===== config.mk =====
export PLATFORM = sky130hd
export DESIGN_NAME = vbus_rx_status
export DESIGN_NICKNAME = d
export VERILOG_FILES = /design/src/rtl/vbus_rx_pkg.sv /design/src/rtl/vbus_rx_status.sv
export SDC_FILE = /design/constraint.sdc
export NUM_CORES = 1
export LEC_CHECK = 0
export CAP_MARGIN = 30
export CORE_ASPECT_RATIO = 1.4
export CORE_UTILIZATION = 29
export CTS_CLUSTER_DIAMETER = 150
export DETAILED_ROUTE_END_ITERATION = 7
export HOLD_SLACK_MARGIN = 0.02
export PLACE_DENSITY = 0.55
export SLEW_MARGIN = 20
export SYNTH_ARGS = -nofsm -noshare
export SYNTH_HDL_FRONTEND = slang
export SYNTH_SLANG_ARGS = --single-unit

===== constraint.sdc =====
create_clock -name clk -period 4.6 [get_ports clk]
set_input_delay 0.69 -clock clk [delete_from_list [all_inputs] [get_ports clk]]
set_output_delay 0.69 -clock clk [all_outputs]
set_load 0.01 [all_outputs]

===== src/rtl/vbus_rx_pkg.sv =====
package vbus_rx_pkg;
  typedef enum logic [1:0] {
    SYM_SOF   = 2'd0,
    SYM_DATA  = 2'd1,
    SYM_EOD   = 2'd2,
    SYM_NOISE = 2'd3
  } sym_kind_e;

  localparam int STAT_W = 8;
  typedef logic [STAT_W-1:0] stat_code_t;

  localparam stat_code_t ST_IDLE   = 8'h00;
  localparam stat_code_t ST_BYTE   = 8'h0C;
  localparam stat_code_t ST_FRAME  = 8'h04;
  localparam stat_code_t ST_CRCERR = 8'h18;

  function automatic logic [1:0] stat_rank(input stat_code_t c);
    case (c)
      ST_CRCERR: return 2'd3;
      ST_FRAME:  return 2'd2;
      ST_BYTE:   return 2'd1;
      default:   return 2'd0;
    endcase
  endfunction
endpackage


===== src/rtl/vbus_rx_status.sv =====
module vbus_rx_status
  import vbus_rx_pkg::*;
(
  input  logic       clk,
  input  logic       rst_n,
  input  logic       evt_vld,
  input  stat_code_t evt_code,
  input  logic       ack,
  input  logic       irq_en,
  output stat_code_t stat_code,
  output logic       irq
);
  stat_code_t nxt;

  always_comb begin
    nxt = ack ? ST_IDLE : stat_code;
    if (evt_vld && (stat_rank(evt_code) > stat_rank(nxt))) nxt = evt_code;
  end

  always_ff @(posedge clk) begin
    if (!rst_n) begin
      stat_code <= ST_IDLE;
      irq       <= 1'b0;
    end else begin
      stat_code <= nxt;
      irq       <= irq_en && (nxt != ST_IDLE);
    end
  end

  // a CRC error stays posted until acknowledged
  crcerr_hold_chk: assert property (@(posedge clk) disable iff (!rst_n)
    (stat_code == ST_CRCERR && !ack) |=> stat_code == ST_CRCERR);

  // acknowledge without a new event empties the vector
  ack_clear_chk: assert property (@(posedge clk) disable iff (!rst_n)
    (ack && !evt_vld) |=> stat_code == ST_IDLE);

  // no request without something pending
  irq_pending_chk: assert property (@(posedge clk) disable iff (!rst_n)
    irq |-> stat_code != ST_IDLE);
endmodule


==> reports/summary.md <==
The run gives 0.376 as the part of the total power dissipated in the clock network. The first-pass GRT wire length came out at 2040 um. The tools report the remaining global-route overflow as 0. The switching share of total power came out at 0.221. The final worst-path cycle share works out to 0.605. Setup repair after global routing left no endpoint under its margin.

The register bit total from synthesis was 9. IR analysis of the VDD net gives a maximum drop of 140 uV. Across all setup checks in the final design, the least slack found is 1.82 ns. The final worst clock skew is 0.00151 ns. The number of antenna diodes in the final layout is 0.

The placed wire-length estimate was 992 um; the synthesized area per cell was 8.76 um2. During placement, the flow inserted port buffers numbering 21. The width of the chip works out to 38.9 um. Cell at the root of the clock tree: sky130_fd_sc_hd__clkbuf_4. The flow ran to the end, and the final reports show no timing, DRC or antenna violations. Pin placement for this block handled 22 I/O pins. The initial cell density of the core was 0.310; the layout net count was 104. The detail-routed net length per standard cell was 11.5 um; the non-filler instance count after layout was 108. The time the worst path needs with I/O delays and setup came out at 2.78 ns.

Prior to clock tree synthesis, the placed netlist has a worst setup slack of 1.54 ns. The clock passes through at most 2 buffers. The worst hold path belongs to the class reg2reg. Along the worst path, the maximum fanout reaches 10. The type of destination of the critical path was a flip-flop. Internal power comes to 0.125 mW. The logs give 0.143 for the global-route usage over all layers and 0 for the number of hold violations in the final report.

At the worst endpoint, the arrival time is 2.93 ns. The Yosys step of the flow raised 0 warnings. The slew of the pin with the lowest slew margin came out at 0.333 ns. Number of levels the H-tree was split into: 1.

The part of the power in combinational logic is 0.133, and the number of buffers inserted by hold repair at cts is 0. The sequential cell fraction of total power is 0.490. After synthesis, the netlist uses 21 different library cells. In the post-synthesis netlist, the biggest area contributors are sky130_fd_sc_hd__dfxtp_1 (33%), sky130_fd_sc_hd__nor2b_1 (19%), sky130_fd_sc_hd__mux2i_1 (15%). The area overhead of the layout relative to synthesis was 47.8%.

The run gives 4 as the number of detailed-route iterations in the first pass. The routed layout has 498 vias. The number of max-slew violations in the final report is 0. Initial antenna violation count: 0.

The critical path required time is 4.75 ns, and the worst slew slack as a fraction of its limit is 0.777. Commonest non-fill, non-tap cell in the layout: sky130_fd_sc_hd__clkdlybuf4s50_1. Sum of negative setup slack: 0 ns. The tools report the post-synthesis instance area as 552 um2. The number of cells upsized or downsized after cts is 0.

For this design the total switching power over the nets is 0.0353 mW. The detail route stage leaves a number of antenna-violating nets equal to 0. The run gives 0.327 as the portion of the post-synthesis area used by sequential elements.

Area share of the largest cell type after synthesis: 0.327. CTS saw 9 sinks. The number of remaining DRC errors was 0. The number of clock buffers added by TritonCTS is 3. The floorplan step defined a die boundary enclosing 2080 um2.

The tools report the gate count of the mapped netlist as 63. TritonCTS built the clock tree. The setup path with the least slack is of type in2reg. The share of layout cells above drive strength 1 is 0.0795. For the maximum number of pins on one net before global-route repair, the log shows 11. The number of global-route vias before repair was 491. The tools report the critical path startpoint category as a primary input. When the netlist entered floorplanning its net count stood at 78. The height of the die was 53.6 um; the area of the core region was 1780 um2.

The static leakage came out at 0.348 nW. The total power per unit cell area was 196 nW/um2. The top cell types in the final layout, fill and taps aside, are sky130_fd_sc_hd__clkdlybuf4s50_1 (21), sky130_fd_sc_hd__nor2b_1 (17), sky130_fd_sc_hd__dfxtp_1 (9). For the upper clock frequency limit, the log shows 359 MHz. Setup violations remaining at the end of the flow were counted as 0.

After clock tree synthesis, the clock-pin slew on the worst setup and hold paths is 0.06 ns. Once the clock tree was built, the setup fixing pass inserted 0 buffers. The standard-cell row count is 18, and the number of vias per cell after detailed routing is 4.61. The routed wire length is 1240 um, and the final RePlAce weighted congestion is 0.649. The tightest hold path in the finished design has a slack of 0.662 ns. The latest clock arrival within the worst-skew pair is 0.26 ns. Across the run, the number of max-cap violations was 0. Of all cell types, the one taking the most synthesized area is sky130_fd_sc_hd__dfxtp_1. The detailed router finished its first iteration with 3 violations.

The cell count after placement was 104.
-- layer usage --
metal	share of wire	vias up	GRT usage
li1	-	269	-
met1	0.45	217	0.167
met2	0.51	10	0.236
met3	0.023	2	0.0124
met4	0.015	0	0.103
met5	0	-	0
-- power by group through the flow --
| stage | clock [mW] | sequential, mW | combinational, mW |
|---|---|---|---|
| after floorplan | 0 | 0.0803 | 0.00526 |
| after global placement | 0 | 0.0802 | 0.0214 |
| after detailed placement | 0 | 0.0802 | 0.0214 |
| after CTS | 0.0641 | 0.0784 | 0.0215 |
| after global routing | 0.0679 | 0.0784 | 0.0229 |
| final | 0.0602 | 0.0785 | 0.0213 |
-- area by class of cell --
cell class | count | area, um2
clock buffer | 4 | 26.3
sequential | 9 | 180
fill | 189 | 963
multi-input combinational | 53 | 367
tap | 20 | 25.0
timing repair buffer | 22 | 218
-- per-stage QoR --
stage | area, um2 | power (mW) | util
6_report | 816 | 0.160 | 0.459
5_1_grt | 816 | 0.169 | 0.459
4_1_cts | 816 | 0.164 | 0.459
3_5_place_dp | 790 | 0.102 | 0.444
3_3_place_gp | 790 | 0.102 | 0.444
2_1_floorplan | 552 | 0.0856 | -
-- flip-flops by register name, summed over array words and instances (netlist names) --
register and cells:
stat_code 8, irq 1
-- cells by family after synthesis --
kind of cell / synth area share
AO/OA/AOI/OAI: 0.0612
XOR/XNOR: 0.0318
adder cells (fa/ha/maj): 0.0453
buffers and inverters: 0.00906
flip-flops: 0.327
multiplexers: 0.145
AND/OR/NAND/NOR: 0.381
-- cell usage after synthesis --
cell and instances:
sky130_fd_sc_hd__o21ai_0 2, sky130_fd_sc_hd__nand2_1 6, sky130_fd_sc_hd__nand3b_1 1, sky130_fd_sc_hd__nor4_1 1
sky130_fd_sc_hd__nand4_1 1, sky130_fd_sc_hd__or4_1 1, sky130_fd_sc_hd__and3_1 2, sky130_fd_sc_hd__o2111a_1 1
sky130_fd_sc_hd__nor3_2 1, sky130_fd_sc_hd__nor2b_1 17, sky130_fd_sc_hd__nor2_1 3, sky130_fd_sc_hd__nor3_1 1
sky130_fd_sc_hd__or3b_2 1, sky130_fd_sc_hd__buf_2 1, sky130_fd_sc_hd__nor2_2 1, sky130_fd_sc_hd__mux2i_1 8
sky130_fd_sc_hd__a21oi_1 1, sky130_fd_sc_hd__o211ai_1 1, sky130_fd_sc_hd__ha_1 2, sky130_fd_sc_hd__dfxtp_1 9
sky130_fd_sc_hd__xor2_1 2
-- path summary, 6_finish.rpt --
check | slack, ns | from | end | depth (start not counted)
max reg2reg | 2.60 | stat_code[0] | stat_code[0] | 10
min reg2reg | 0.66 | stat_code[1] | stat_code[1] | 3
max | 1.82 | evt_code[2] | stat_code[0] | 9
min | 0.66 | stat_code[1] | stat_code[1] | 3
-- critical path: stages --
cell and delay (ns):
sky130_fd_sc_hd__clkdlybuf4s50_1 0.57, sky130_fd_sc_hd__or3b_2 0.46, sky130_fd_sc_hd__a21oi_1 0.16, sky130_fd_sc_hd__ha_1 0.25, sky130_fd_sc_hd__nor2b_1 0.13, sky130_fd_sc_hd__o211ai_1 0.15
sky130_fd_sc_hd__buf_4 0.23, sky130_fd_sc_hd__mux2i_1 0.22, sky130_fd_sc_hd__nor2b_1 0.06
(Power assumes the default switching activity.)
